--- src/rtl/ums_pkg.sv ---
package ums_pkg;

  typedef enum logic [1:0] {
    ST_IDLE  = 2'd0,
    ST_ISSUE = 2'd1,
    ST_WAIT  = 2'd2
  } seq_state_e;

  function automatic int idx_width(input int len);
    return (len > 1) ? $clog2(len) : 1;
  endfunction

endpackage

--- src/rtl/ums_rst_sync.sv ---
module ums_rst_sync #(
  parameter int STAGES = 2
) (
  input  logic clk,
  input  logic rst_n,
  output logic rst_sync_n
);

  logic [STAGES-1:0] chain_q;

  always_ff @(posedge clk or negedge rst_n) begin
    if (!rst_n) chain_q <= '0;
    else        chain_q <= {chain_q[STAGES-2:0], 1'b1};
  end

  assign rst_sync_n = chain_q[STAGES-1];

endmodule

--- src/rtl/ums_char_gen.sv ---
module ums_char_gen
  import ums_pkg::*;
#(
  parameter int          MSG_LEN    = 3,
  parameter logic [7:0]  FIRST_CHAR = 8'h41,
  localparam int         IDX_W      = idx_width(MSG_LEN)
) (
  input  logic [IDX_W-1:0] idx_i,
  output logic [7:0]       char_o
);

  logic [7:0] table_w [MSG_LEN];

  for (genvar g = 0; g < MSG_LEN; g++) begin : g_char
    assign table_w[g] = 8'(int'(FIRST_CHAR) + g);
  end

  always_comb begin
    char_o = '0;
    for (int k = 0; k < MSG_LEN; k++) begin
      if (int'(idx_i) == k) char_o = table_w[k];
    end
  end

endmodule

--- src/rtl/ums_fsm.sv ---
module ums_fsm
  import ums_pkg::*;
#(
  parameter int  MSG_LEN = 3,
  localparam int IDX_W   = idx_width(MSG_LEN)
) (
  input  logic             clk,
  input  logic             rst_n,
  input  logic             start_i,
  input  logic             done_i,
  input  logic [7:0]       char_i,
  output logic [IDX_W-1:0] idx_o,
  output logic             valid_o,
  output logic [7:0]       byte_o,
  output logic             busy_o
);

  localparam logic [IDX_W-1:0] LAST_IDX = IDX_W'(MSG_LEN - 1);

  seq_state_e       st_q, st_d;
  logic [IDX_W-1:0] idx_q, idx_d;
  logic             valid_q, valid_d;
  logic [7:0]       byte_q;
  logic             byte_en;

  always_comb begin
    st_d    = st_q;
    idx_d   = idx_q;
    byte_en = 1'b0;
    valid_d = 1'b0;
    case (st_q)
      ST_IDLE: begin
        if (start_i) st_d = ST_ISSUE;
      end
      ST_ISSUE: begin
        byte_en = 1'b1;
        valid_d = 1'b1;
        st_d    = ST_WAIT;
      end
      ST_WAIT: begin
        if (done_i) begin
          if (idx_q == LAST_IDX) begin
            idx_d = '0;
            st_d  = ST_IDLE;
          end else begin
            idx_d = idx_q + 1'b1;
            st_d  = ST_ISSUE;
          end
        end
      end
      default: st_d = ST_IDLE;
    endcase
  end

  always_ff @(posedge clk or negedge rst_n) begin
    if (!rst_n) begin
      st_q    <= ST_ISSUE;
      idx_q   <= '0;
      valid_q <= 1'b0;
    end else begin
      st_q    <= st_d;
      idx_q   <= idx_d;
      valid_q <= valid_d;
    end
  end

  always_ff @(posedge clk or negedge rst_n) begin
    if (!rst_n)       byte_q <= '0;
    else if (byte_en) byte_q <= char_i;
  end

  assign idx_o   = idx_q;
  assign valid_o = valid_q;
  assign byte_o  = byte_q;
  assign busy_o  = (st_q != ST_IDLE);

  // the strobe never lasts longer than one clock
  a_r2_single_strobe: assert property (@(posedge clk) disable iff (!rst_n)
    valid_q |=> !valid_q);

  // while waiting without done, the state, index and byte all hold
  a_r3_wait_holds: assert property (@(posedge clk) disable iff (!rst_n)
    (st_q == ST_WAIT && !done_i) |=> (st_q == ST_WAIT && $stable(idx_q) && $stable(byte_q)));

  // the byte does not change in the cycle that leaves the wait phase
  a_r3_byte_stable: assert property (@(posedge clk) disable iff (!rst_n)
    (st_q == ST_WAIT) |=> $stable(byte_q));

  // idle never carries a strobe
  a_r4_idle_quiet: assert property (@(posedge clk) disable iff (!rst_n)
    (st_q == ST_IDLE) |-> !valid_q);

  // a start seen in idle raises busy in the next clock
  a_r6_start_busy: assert property (@(posedge clk) disable iff (!rst_n)
    (st_q == ST_IDLE && start_i) |=> busy_o);

  // the character index stays inside the message
  a_r1_index_range: assert property (@(posedge clk) disable iff (!rst_n)
    int'(idx_q) < MSG_LEN);

endmodule

--- src/rtl/uart_msg_sender.sv ---
module uart_msg_sender
  import ums_pkg::*;
#(
  parameter int         MSG_LEN    = 3,
  parameter logic [7:0] FIRST_CHAR = 8'h41,
  parameter int         SYNC_STAGES = 2
) (
  input  logic       clk,
  input  logic       rst_n,
  input  logic       start_i,
  input  logic       tx_done_i,
  output logic       tx_valid_o,
  output logic [7:0] tx_byte_o,
  output logic       busy_o
);

  localparam int IDX_W = idx_width(MSG_LEN);

  logic             rst_sync_n;
  logic [IDX_W-1:0] idx_w;
  logic [7:0]       char_w;

  ums_rst_sync #(.STAGES(SYNC_STAGES)) u_rst_sync (
    .clk        (clk),
    .rst_n      (rst_n),
    .rst_sync_n (rst_sync_n)
  );

  ums_char_gen #(.MSG_LEN(MSG_LEN), .FIRST_CHAR(FIRST_CHAR)) u_char_gen (
    .idx_i  (idx_w),
    .char_o (char_w)
  );

  ums_fsm #(.MSG_LEN(MSG_LEN)) u_fsm (
    .clk     (clk),
    .rst_n   (rst_sync_n),
    .start_i (start_i),
    .done_i  (tx_done_i),
    .char_i  (char_w),
    .idx_o   (idx_w),
    .valid_o (tx_valid_o),
    .byte_o  (tx_byte_o),
    .busy_o  (busy_o)
  );

endmodule

--- config.mk ---
export PLATFORM = sky130hd
export DESIGN_NAME = uart_msg_sender
export DESIGN_NICKNAME = d
export VERILOG_FILES = /design/src/rtl/ums_pkg.sv /design/src/rtl/ums_rst_sync.sv /design/src/rtl/ums_char_gen.sv /design/src/rtl/ums_fsm.sv /design/src/rtl/uart_msg_sender.sv
export SDC_FILE = /design/constraint.sdc
export NUM_CORES = 1
export LEC_CHECK = 0
export BUFFER_PORTS_ARGS = -buffer_cell sky130_fd_sc_hd__buf_2
export CORE_AREA = 2 2 39 41
export CTS_CLUSTER_DIAMETER = 60
export CTS_CLUSTER_SIZE = 40
export DETAILED_ROUTE_END_ITERATION = 8
export DIE_AREA = 0 0 41 43
export SLEW_MARGIN = 30
export SYNTH_ARGS = -nofsm -noshare
export SYNTH_HDL_FRONTEND = slang
export SYNTH_SLANG_ARGS = --single-unit
--- constraint.sdc ---
create_clock -name clk -period 0.9 [get_ports clk]
set_input_delay 0.18 -clock clk [delete_from_list [all_inputs] [get_ports clk]]
set_output_delay 0.18 -clock clk [all_outputs]
set_load 0.01 [all_outputs]
======== Yosys cells after proc, flatten, opt, wreduce, memory -nomap -nowiden ========
Cells that the tools add are included.
word-level totals
  flip-flop bits (word level) ............. 15
operators by class
  add/sub/neg operators ................... 1
  reductions and logical operators ........ 5
  mux-type cells .......................... 9
  eq/ne operators ......................... 7
operator list
  cell                 count
  $mux 7               3
  $eq 2x2->1 const B   4
  $mux 2               3
  $pmux 2 s3           1
  $logic_not 2->1      2
  $ne 2x2->1 const B   2
  $reduce_and 2->1     2
  $add 2x1->2 const B  1
  $eq 2x1->1 const B   1
  $mux 1               2
  $reduce_bool 2->1    1

======== Depth between registers and ports, before layout ========
  depth in word-level cells ............... 4
  depth in mapped cells ................... 4
  gate-level depth less buffers ........... 4

======== Modules after synthesis ========
Synthesis repeated with hierarchy kept, for this count alone.
second synthesis, totals
  cells, all modules ...................... 52
  area total of the unflattened synthesis .. 694.4 µm²
modules (own cells, without submodules)
  module        area each (µm²)  seq. area each (µm²)  times used  cells each
  ums_fsm       544.3            326.6                 1           36
  ums_char_gen  96.3             0.0                   1           13
  ums_rst_sync  53.8             50.0                  1           3

======== Least setup slack after synthesis ========
OpenSTA, ideal clock, no wires.
  path kind ............................... flip-flop to flip-flop
  from .................................... register u_fsm.st_q[0]
  to ...................................... register u_fsm.byte_q[1], in the netlist u_fsm.byte_o[1]
  library setup time ...................... 0.125 ns
  arrival ................................. 1.082 ns
  clock period less this slack ............ 1.207 ns
  cell stages (with the launch flop) ...... 4
  path buffers ............................ 1
  setup slack ............................. -0.307 ns
  path through ............................ dfstp_2 -> nor2b_1 -> buf_6 -> mux2_4
on the way
  cells in the longest elaborated chain, start to end .. 2
RTL lines
  item                    RTL line       source
  start, declared         ums_fsm.sv:20  seq_state_e st_q, st_d;
  start signal, assigned  ums_fsm.sv:61  st_q <= st_d;
  $eq 2x1->1              ums_fsm.sv:31  case (st_q)
  $mux 1                  ums_fsm.sv:31
  via u_fsm.byte_en       ums_fsm.sv:24  logic byte_en;
  end signal, assigned    ums_fsm.sv:69  else if (byte_en) byte_q <= char_i;
  end, declared           ums_fsm.sv:23  logic [7:0] byte_q;
The timed path passes the listed nets, and every way through them passes these cells.
A chain may end at the register's enable or synchronous reset.

======== Final worst setup path ========
  from .................................... register u_fsm.st_q[0]
  to ...................................... output busy_o
on the way
  cells in the longest elaborated chain, start to end .. 1
RTL lines
  item               RTL line               source
  $reduce_bool 2->1  ums_fsm.sv:75          assign busy_o = (st_q != ST_IDLE);
  end, declared      uart_msg_sender.sv:14  output logic busy_o
Every way passes these cells.

==> results.py <==
metrics = {
    "run_status": {
        "outcome": "finished with violations",
        "violations": "setup timing",
    },
    "finish": {
        "fin_cells": 76,
        "area_growth_pct": 40.35,
        "finalNetCount": 70,
        "post-route-util_pct": 50.63,
        "diodes": 0,
        "layout-drive-gt1-share_pct": 50.00,
    },
    "worst_setup_path": {
        "end_kind": "primary output",
        "path_buf_inv": 1,
        "r2r_slack_ns": -0.24,
        "path_delay_family": "flip-flops",
        "critPathKind": "reg -> out",
        "cp_cell_sequence": "or2_1 > buf_6",
        "cp.required_ns": 0.72,
        "max_stage_delay_ns": 0.55,
        "crit_path_max_fanout": 4,
        "worstPathArrival_ns": 1.02,
        "crit_slowest_cell": "dfstp_2",
        "critPathLaunchType": "register",
    },
    "job": {
        "maxCapViolCount": 0,
    },
    "global_routing": {
        "track_usage_pct": 11.41,
        "grt_antenna_before_repair": 0,
        "first_global_vias": 311,
        "grt_max_degree": 9,
        "met2_usage_pct": 17.81,
        "grtUsageMet1_pct": 12.46,
        "grt_first_pass_wirelength_mm": 1.297,
        "grt_busiest_layer": "met2",
        "grt_use_met3_pct": 3.141,
        "gr-total-overflow": 0,
    },
    "power": {
        "power_density_mw_per_mm2": 3382,
        "p_leak_nw": 0.3536,
        "power_w": 0.002370,
        "peakVddDrop_mv": 0.9848,
    },
    "timing": {
        "setup_viol": 13,
        "setup_ws_ns": -0.2981,
        "skew_ns": 0.0009452,
        "hold_viol_final": 0,
        "fmax_mhz": 834.6,
        "post-route-min-period_ns": 1.198,
        "period_share_pct": 133.1,
        "rsz0062_at_grt": "true",
        "maxSlewViolCount": 0,
    },
    "yosys": {
        "netlist_area_sq_um": 499.2,
        "synth_cell_type_count": 17,
        "yosysWarnings": 0,
        "post_synth.cell_area_avg_sq_um": 12.18,
        "ys_ff_latch": 10,
        "synthCells": 41,
        "ys_seq_area_share_pct": 50.38,
    },
    "routing": {
        "viasPerCell": 4.079,
        "drt_iter0_drc": 1,
        "first_pass_iters": 2,
        "drt-total-wl_um": 787,
        "drc": 0,
        "via_count": 310,
        "avgRoutedWirePerCell_um": 10.36,
        "drt.antenna.violating_nets": 0,
    },
    "clock_network": {
        "cts_tree": "yes",
        "clk_pin_slew_ns": 0.07,
        "clock_path_buffers": 2,
        "htreeDepth": 1,
        "clkLatencyLatePin_ns": 0.26,
        "cts_buffers": 3,
        "root_buffer": "clkbuf_4",
        "clock_sinks": 10,
    },
    "place": {
        "dp.cells": 67,
        "routabilityCongestion": 0.6525,
        "portBuffers": 8,
        "place_hpwl_um": 592.5,
    },
    "die": {
        "die_x_um": 41,
        "io_pins": 14,
        "core_area_sq_mm": 0.001384,
        "dieArea_sq_mm": 0.001763,
        "initial_core_util_pct": 36.08,
        "die_h_um": 43,
        "rows": 14,
    },
    "worst_hold_path": {
        "hp-class": "reg -> async",
    },
}
[repair_timing]
item	in CTS	in global routing
hold endpoints to repair	2	0
pin swaps	2	2
buffers inserted	2	2
endpoints found under the setup margin	13	13
hold buffers	1	0
gates resized for setup	6	3
[routing by layer]
metal,up-vias,wire length [um]
li1,155,-
met2,7,421
met5,-,0
met4,0,12
met3,2,26
met1,146,325
[synthesized netlist by cell type]
| cell | number | share of area, % |
|---|---|---|
| nor3b_1 | 1 | 1.5 |
| nor2b_1 | 1 | 1.3 |
| buf_4 | 5 | 7.5 |
| mux2_1 | 2 | 4.5 |
| buf_6 | 1 | 2.3 |
| a21oi_1 | 1 | 1.0 |
| conb_1 | 2 | 1.5 |
| inv_1 | 4 | 3.0 |
| nor2_1 | 1 | 0.75 |
| mux2_4 | 1 | 3.0 |
| or2_1 | 2 | 2.5 |
| mux2i_1 | 2 | 4.0 |
| dfstp_2 | 1 | 5.3 |
| dfrtp_1 | 9 | 45 |
| ha_1 | 5 | 13 |
| nand3b_1 | 2 | 3.0 |
| nand2b_1 | 1 | 1.3 |
[per-stage QoR]
step                setup slack, ns  TNS [ns]  instance area, sq um  hold slack (ns)
floorplan                   -0.2753   -0.9498                 531.8          -0.1156
finish                      -0.2981    -1.969                 700.7           0.1376
global placement            -0.2453    -1.329                 573.1         -0.03326
global route                -0.3573    -2.550                 700.7           0.1350
detailed placement          -0.2352    -1.386                 573.1         -0.03081
CTS                         -0.3057    -2.074                 669.4           0.1246
[logic make-up (layout without fill, tap and decap cells)]
logic type	after synthesis	in the layout	share of synthesized area [%]
flops	10	10	50.38
buf+inv	10	25	12.78
simple gates	8	8	10.28
fa+ha+maj	5	5	12.53
mux	5	5	11.53
other cells	2	6	1.504
compound gates	1	1	1.002
[state kept, by name, indices dropped and copies added (netlist names)]
name and cells:
u_fsm.byte_o 3, u_fsm.idx_o 2, u_fsm.st_q 2, u_fsm.valid_o 1, u_rst_sync.chain_q 2
[power by group]
part           internal (W)  total [W]  switching [W]
Combinational      0.000728    0.00120       0.000475
Clock              0.000245   0.000393       0.000147
Sequential         0.000650   0.000774       0.000124
Total               0.00162    0.00237       0.000747
[area by class of cell]
cell class | count | area (sq um)
fill | 125 | 683.2
sequential | 10 | 252.7
multi-input combinational | 25 | 242.7
timing repair buffer | 17 | 133.9
clock buffer | 4 | 36.28
tap | 16 | 20.02
inverter | 4 | 15.01
[cells in the final DEF (no fill, tap or decap), drive strengths merged]
| cell | n |
|---|---|
| ha | 5 |
| nand2b | 1 |
| nor2b | 1 |
| nor2 | 1 |
| nand3b | 2 |
| mux2i | 2 |
| nor3b | 1 |
| buf | 16 |
| conb | 6 |
| mux2 | 3 |
| dfstp | 1 |
| clkbuf | 4 |
| dlygate4sd3 | 1 |
| inv | 4 |
| or2 | 2 |
| dfrtp | 9 |
| a21oi | 1 |
[final timing paths]
path,to,cells after the start,from
hold reg to reg,u_fsm.idx_o[1],0,u_rst_sync.chain_q[1]
max in group asynchronous,u_fsm.st_q[0],0,u_rst_sync.chain_q[1]
min in group clk,u_fsm.st_q[0],3,start_i
setup reg to reg,u_fsm.idx_o[0],2,u_fsm.st_q[0]
setup / recovery,busy_o,2,u_fsm.st_q[0]
hold / removal,u_fsm.idx_o[1],0,u_rst_sync.chain_q[1]
Note: power is estimated with default switching activity, not from simulation.
